==> config.mk <==
export PLATFORM = sky130hd
export DESIGN_NAME = st_mf_ctrl
export DESIGN_NICKNAME = d
export VERILOG_FILES = /design/src/rtl/st_mf_pkg.sv /design/src/rtl/st_mf_frame_cnt.sv /design/src/rtl/st_mf_slot_dec.sv /design/src/rtl/st_mf_tx_gen.sv /design/src/rtl/st_mf_q_cap.sv /design/src/rtl/st_mf_ctrl.sv
export SDC_FILE = /design/constraint.sdc
export NUM_CORES = 1
export LEC_CHECK = 0
export ABC_AREA = 1
export CAP_MARGIN = 20
export CORE_MARGIN = 2
export CORE_UTILIZATION = 54
export CTS_CLUSTER_DIAMETER = 150
export DETAILED_ROUTE_END_ITERATION = 16
export PLACE_DENSITY = 0.83
export SYNTH_ARGS = -nofsm -noshare
export SYNTH_HDL_FRONTEND = slang
export SYNTH_SLANG_ARGS = --single-unit
export TNS_END_PERCENT = 1
==> constraint.sdc <==
create_clock -name clk_i -period 2.01 [get_ports clk_i]
set_input_delay 0.5025 -clock clk_i [delete_from_list [all_inputs] [get_ports clk_i]]
set_output_delay 0.5025 -clock clk_i [all_outputs]
set_load 0.1 [all_outputs]
==> src/rtl/st_mf_pkg.sv <==
package st_mf_pkg;
  localparam int unsigned MF_LEN_DEF      = 20;
  localparam int unsigned SLOT_STRIDE_DEF = 5;
  localparam int unsigned NUM_SLOTS_DEF   = 4;

  typedef struct packed {
    logic fa;
    logic m;
    logic s;
  } tx_bits_t;
endpackage

==> src/rtl/st_mf_frame_cnt.sv <==
module st_mf_frame_cnt #(
  parameter int unsigned MF_LEN = 20,
  localparam int unsigned CW = $clog2(MF_LEN + 1)
) (
  input  logic          clk_i,
  input  logic          rst_ni,
  input  logic          strobe_i,
  output logic [CW-1:0] frame_o
);
  localparam logic [CW-1:0] FIRST = CW'(1);
  localparam logic [CW-1:0] LAST  = CW'(MF_LEN);

  logic [CW-1:0] next_q;

  // next_q holds the number of the frame the next strobe starts
  always_ff @(posedge clk_i or negedge rst_ni) begin
    if (!rst_ni)       next_q <= FIRST;
    else if (strobe_i) next_q <= (next_q == LAST) ? FIRST : next_q + CW'(1);
  end

  assign frame_o = next_q;

  a_r1_range: assert property (@(posedge clk_i) disable iff (!rst_ni)
    (next_q >= FIRST) && (next_q <= LAST));
  a_r1_wrap: assert property (@(posedge clk_i) disable iff (!rst_ni)
    (strobe_i && next_q == LAST) |=> (next_q == FIRST));
  a_r1_idle_hold: assert property (@(posedge clk_i) disable iff (!rst_ni)
    !strobe_i |=> $stable(next_q));
endmodule

==> src/rtl/st_mf_slot_dec.sv <==
module st_mf_slot_dec #(
  parameter int unsigned MF_LEN      = 20,
  parameter int unsigned SLOT_STRIDE = 5,
  parameter int unsigned NUM_SLOTS   = 4,
  localparam int unsigned CW = $clog2(MF_LEN + 1)
) (
  input  logic [CW-1:0]        frame_i,
  output logic [NUM_SLOTS-1:0] slot_hit_o,
  output logic                 first_o
);
  for (genvar k = 0; k < NUM_SLOTS; k++) begin : g_slot
    localparam logic [CW-1:0] POS = CW'(1 + k * SLOT_STRIDE);
    assign slot_hit_o[k] = (frame_i == POS);
  end

  assign first_o = (frame_i == CW'(1));

  always_comb begin
    a_r2_slots_exclusive: assert ($onehot0(slot_hit_o));
  end
endmodule

==> src/rtl/st_mf_tx_gen.sv <==
module st_mf_tx_gen
  import st_mf_pkg::*;
#(
  parameter int unsigned NUM_SLOTS = 4
) (
  input  logic                 clk_i,
  input  logic                 rst_ni,
  input  logic                 strobe_i,
  input  logic                 en_i,
  input  logic [NUM_SLOTS-1:0] slot_hit_i,
  input  logic                 first_i,
  input  logic [NUM_SLOTS-1:0] s_reg_i,
  output tx_bits_t             bits_o
);
  logic [NUM_SLOTS-1:0] s_hold_q;
  logic [NUM_SLOTS-1:0] s_pick;
  tx_bits_t             bits_q, bits_d;

  // slot 0 uses the live register: that is the sampling instant
  for (genvar k = 0; k < NUM_SLOTS; k++) begin : g_pick
    if (k == 0) begin : g_live
      assign s_pick[k] = slot_hit_i[k] & s_reg_i[k];
    end else begin : g_held
      assign s_pick[k] = slot_hit_i[k] & s_hold_q[k];
    end
  end

  always_comb begin
    bits_d = bits_q;
    if (!en_i) begin
      bits_d = '0;
    end else if (strobe_i) begin
      bits_d.fa = |slot_hit_i;
      bits_d.m  = first_i;
      bits_d.s  = |s_pick;
    end
  end

  always_ff @(posedge clk_i or negedge rst_ni) begin
    if (!rst_ni) begin
      bits_q   <= '0;
      s_hold_q <= '0;
    end else begin
      bits_q <= bits_d;
      if (strobe_i && first_i) s_hold_q <= s_reg_i;
    end
  end

  assign bits_o = bits_q;

  a_r8_off_zero: assert property (@(posedge clk_i) disable iff (!rst_ni)
    !en_i |=> (bits_o == '0));
  a_r3_m_with_fa: assert property (@(posedge clk_i) disable iff (!rst_ni)
    bits_o.m |-> bits_o.fa);
  a_r10_hold: assert property (@(posedge clk_i) disable iff (!rst_ni)
    (!strobe_i && en_i) |=> $stable(bits_o));
  a_r5_snapshot_stable: assert property (@(posedge clk_i) disable iff (!rst_ni)
    !(strobe_i && first_i) |=> $stable(s_hold_q));
endmodule

==> src/rtl/st_mf_q_cap.sv <==
module st_mf_q_cap #(
  parameter int unsigned NUM_SLOTS = 4
) (
  input  logic                 clk_i,
  input  logic                 rst_ni,
  input  logic                 strobe_i,
  input  logic                 en_i,
  input  logic [NUM_SLOTS-1:0] slot_hit_i,
  input  logic                 fa_rx_i,
  input  logic                 clr_i,
  output logic [NUM_SLOTS-1:0] q_o,
  output logic                 irq_o
);
  logic [NUM_SLOTS-1:0] q_q, cap, q_d;
  logic                 irq_q, chg;

  assign cap = (strobe_i && en_i) ? slot_hit_i : '0;

  for (genvar k = 0; k < NUM_SLOTS; k++) begin : g_q
    assign q_d[k] = cap[k] ? fa_rx_i : q_q[k];
  end

  assign chg = |(q_d ^ q_q);

  always_ff @(posedge clk_i or negedge rst_ni) begin
    if (!rst_ni) begin
      q_q   <= '0;
      irq_q <= 1'b0;
    end else begin
      q_q <= q_d;
      // a new change wins over a clear in the same cycle
      if (chg)        irq_q <= 1'b1;
      else if (clr_i) irq_q <= 1'b0;
    end
  end

  assign q_o   = q_q;
  assign irq_o = irq_q;

  a_r6_q_stable: assert property (@(posedge clk_i) disable iff (!rst_ni)
    !(strobe_i && en_i) |=> $stable(q_o));
  a_r7_sticky: assert property (@(posedge clk_i) disable iff (!rst_ni)
    (irq_o && !clr_i) |=> irq_o);
  a_r7_rise_cause: assert property (@(posedge clk_i) disable iff (!rst_ni)
    $rose(irq_o) |-> (q_o != $past(q_o)));
  a_r8_no_irq_off: assert property (@(posedge clk_i) disable iff (!rst_ni)
    (!en_i && !irq_o) |=> !irq_o);
endmodule

==> src/rtl/st_mf_ctrl.sv <==
module st_mf_ctrl
  import st_mf_pkg::*;
#(
  parameter int unsigned MF_LEN      = MF_LEN_DEF,
  parameter int unsigned SLOT_STRIDE = SLOT_STRIDE_DEF,
  parameter int unsigned NUM_SLOTS   = NUM_SLOTS_DEF
) (
  input  logic                 clk_i,
  input  logic                 rst_ni,
  input  logic                 frame_strobe_i,
  input  logic                 mf_en_i,
  input  logic                 fa_rx_i,
  input  logic [NUM_SLOTS-1:0] s_tx_reg_i,
  input  logic                 q_clr_i,
  output logic                 fa_tx_o,
  output logic                 m_tx_o,
  output logic                 s_tx_o,
  output logic [NUM_SLOTS-1:0] q_rx_o,
  output logic                 q_chg_irq_o
);
  localparam int unsigned CW = $clog2(MF_LEN + 1);

  logic [CW-1:0]        frame;
  logic [NUM_SLOTS-1:0] slot_hit;
  logic                 first;
  tx_bits_t             tx_bits;

  st_mf_frame_cnt #(.MF_LEN(MF_LEN)) u_cnt (
    .clk_i    (clk_i),
    .rst_ni   (rst_ni),
    .strobe_i (frame_strobe_i),
    .frame_o  (frame)
  );

  st_mf_slot_dec #(
    .MF_LEN      (MF_LEN),
    .SLOT_STRIDE (SLOT_STRIDE),
    .NUM_SLOTS   (NUM_SLOTS)
  ) u_dec (
    .frame_i    (frame),
    .slot_hit_o (slot_hit),
    .first_o    (first)
  );

  st_mf_tx_gen #(.NUM_SLOTS(NUM_SLOTS)) u_tx (
    .clk_i      (clk_i),
    .rst_ni     (rst_ni),
    .strobe_i   (frame_strobe_i),
    .en_i       (mf_en_i),
    .slot_hit_i (slot_hit),
    .first_i    (first),
    .s_reg_i    (s_tx_reg_i),
    .bits_o     (tx_bits)
  );

  st_mf_q_cap #(.NUM_SLOTS(NUM_SLOTS)) u_q (
    .clk_i      (clk_i),
    .rst_ni     (rst_ni),
    .strobe_i   (frame_strobe_i),
    .en_i       (mf_en_i),
    .slot_hit_i (slot_hit),
    .fa_rx_i    (fa_rx_i),
    .clr_i      (q_clr_i),
    .q_o        (q_rx_o),
    .irq_o      (q_chg_irq_o)
  );

  assign fa_tx_o = tx_bits.fa;
  assign m_tx_o  = tx_bits.m;
  assign s_tx_o  = tx_bits.s;

  a_r3_m_once: assert property (@(posedge clk_i) disable iff (!rst_ni)
    (frame_strobe_i && mf_en_i && !first) |=> !m_tx_o);
  a_r2_fa_first: assert property (@(posedge clk_i) disable iff (!rst_ni)
    (frame_strobe_i && mf_en_i && first) |=> fa_tx_o);
endmodule

==> results.sh <==
export IMPL_ant_nets=0
export IMPL_cts_made_buffers=3
export IMPL_ioPinCount=18
export IMPL_clock_skew_ns=0.00918
export IMPL_hold_path_class="primary input to asynchronous set/reset pin"
export IMPL_grt_max_degree=17
export IMPL_ys_types=22
export IMPL_antenna_cells=0
export IMPL_timing_fmax_mhz=649
export IMPL_reg2reg_from="u_cnt.frame_o[0]"
export IMPL_path_clk_slew_ns=0.10
export IMPL_cts_sinks=16
export IMPL_cts_root_buf="clkbuf_4"
export IMPL_fin_ws_ns=0.470
export IMPL_ys_seq_elements=16
export IMPL_initial_core_util=0.556
export IMPL_grt_setup_unrepaired="false"
export IMPL_cts_resized=0
export IMPL_finalHoldViolations=0
export IMPL_grt_ovfl_total=0
export IMPL_viasPerCell=5.44
export IMPL_final_fill_count=128
export IMPL_power_mw=1.63
export IMPL_placed_cell_area_um2=1190
export IMPL_nets=155
export IMPL_fin_util=0.723
export IMPL_dp_cells=153
export IMPL_status="complete, no violations"
export IMPL_ctsHoldBuffers=0
export IMPL_rows=15
export IMPL_dp_hpwl_mm=1.58
export IMPL_die_x_um=45.7
export IMPL_cts_setup_buffers=0
export IMPL_clk_latency_ns=0.29
export IMPL_place_congestion=0.852
export IMPL_whs_ns=0.517
export IMPL_maxCapViolCount=0
export IMPL_grt_pass1_wl_mm=3.31
export IMPL_seqCellArea_um2=402
export IMPL_syn_avg_cell_area_um2=7.90
export IMPL_yosysSeqAreaShare=0.427
export IMPL_multiInputGateArea_um2=444
export IMPL_final_common_cell="nand2_1"
export IMPL_die_area_um2=2090
export IMPL_slew_headroom=0.809
export IMPL_regToRegSetupSlack_ns=0.59
export IMPL_layout_common_cells="nand2_1, inv_1, dfrtp_1"
export IMPL_setup_viol=0
export IMPL_syn_area_um2=940
export IMPL_finalWirelength_mm=1.96
export IMPL_grt_antenna_before_repair=0
export IMPL_grt_pass1_vias=794
export IMPL_track_usage=0.222
export IMPL_cts_tree="yes"
export IMPL_reg2regPathDepth=9
export IMPL_syn_instance_count=119
export IMPL_crit_arrival_ns=1.72
export IMPL_fp_dieH_um=45.7
export IMPL_synth_warnings=0
export IMPL_core_area_um2=1690
export IMPL_critPathMaxFanout=10
export IMPL_p_leak_nw=0.612
export IMPL_drt_iter0_markers=17
export IMPL_drive_gt1_frac=0.179
export IMPL_cp_end_kind="register"
export IMPL_syn_num_nets=133
export IMPL_startpoint_type="primary input"
export IMPL_final_min_clock_period_ns=1.54
export IMPL_finalNonFillerCells=157
export IMPL_regToRegEndpoint="u_q.irq_o"
export IMPL_firstDrtPassIters=4
export IMPL_critPathKind="primary input to register"
export IMPL_clk_path_buf_depth=2
export IMPL_wl_per_cell_um=12.5
export IMPL_io_buffers=17
export IMPL_crit_required_ns=2.19
export IMPL_post_route_drc_count=0
export IMPL_crit_end="u_q.q_o[3]"
export IMPL_worst_pin_slew_ns=0.286
export IMPL_vias=854
export IMPL_post_place_ws_ns=0.169
export IMPL_min_period_over_period=0.766
export IMPL_syn_to_final_growth_pct=30.0
export IMPL_crit_start="frame_strobe_i"
export IMPL_ir_drop_v=0.000783
export IMPL_final_area_um2=1220
export IMPL_timing_setup_tns_ns=0
export IMPL_power_density_nw_per_um2=1340
export IMPL_maxSlewViolCount=0
export IMPL_htreeDepth=1
[worst min path at each step]
stage | from | endpoint | cells after the start
final | rst_ni | u_q.q_o[2] | 2
after floorplan | rst_ni | u_cnt.frame_o[1] | 0
after global placement | u_cnt.frame_o[4] | u_cnt.frame_o[4] | 1
after CTS | rst_ni | u_q.q_o[2] | 2
after global routing | rst_ni | u_q.q_o[2] | 2
after detailed placement | u_cnt.frame_o[4] | u_cnt.frame_o[4] | 1
[critical path, stage by stage]
cell	delay, ns
clkdlybuf4s50_1	0.63
nand2_2	0.14
inv_2	0.16
nand2_1	0.12
nand2_1	0.09
o21ai_1	0.08
[routing by layer]
layer | part of all wire | track usage | vias to the layer above | wire, um
li1 | - | - | 427 | -
met1 | 0.43 | 0.292 | 392 | 852
met2 | 0.50 | 0.369 | 31 | 976
met3 | 0.054 | 0.0317 | 4 | 105
met4 | 0.015 | 0.0857 | 0 | 29
met5 | 0 | 0 | - | 0
[cell type report]
cell class | count | area share
multi-input combinational | 80 | 0.364
sequential | 16 | 0.329
tap | 17 | 0.0174
timing repair buffer | 18 | 0.201
inverter | 22 | 0.0676
clock buffer | 4 | 0.0215
[sequential cells by signal, indices dropped and copies added, names as in the netlist]
name	count
u_q.irq_o	1
u_tx.bits_o	3
u_cnt.frame_o	5
u_q.q_o	4
u_tx.s_hold_q	3
[synth_stat cells, drive strengths merged]
master  instances  share of area
nand2          32           0.14
inv            22          0.088
dfrtp          15           0.40
nor2           12          0.072
o21ai          10          0.053
nand4           8          0.053
nand3           6          0.032
ha              4          0.053
a21oi           2          0.011
nor3            2          0.028
a211oi          1         0.0080
buf             1          0.012
dfstp           1          0.028
o21a            1         0.0080
o22ai           1         0.0067
xor2            1         0.0093
[power breakdown]
part | switching [mW] | leakage, nW | total (mW) | internal (mW)
Combinational | 0.587 | 0.397 | 0.883 | 0.296
Clock | 0.103 | 0.0150 | 0.181 | 0.0772
Sequential | 0.123 | 0.200 | 0.567 | 0.443
[logic make-up (layout without fill, tap and decap cells)]
logic type      after synthesis  after routing  share of synthesized area
buf+inv                      23             44                     0.0999
xor+xnor                      1              1                    0.00932
simple gates                 60             60                      0.324
compound gates               15             15                     0.0866
fa+ha+maj                     4              4                     0.0533
flops                        16             16                      0.427
Power figures use the tool's default switching activity.
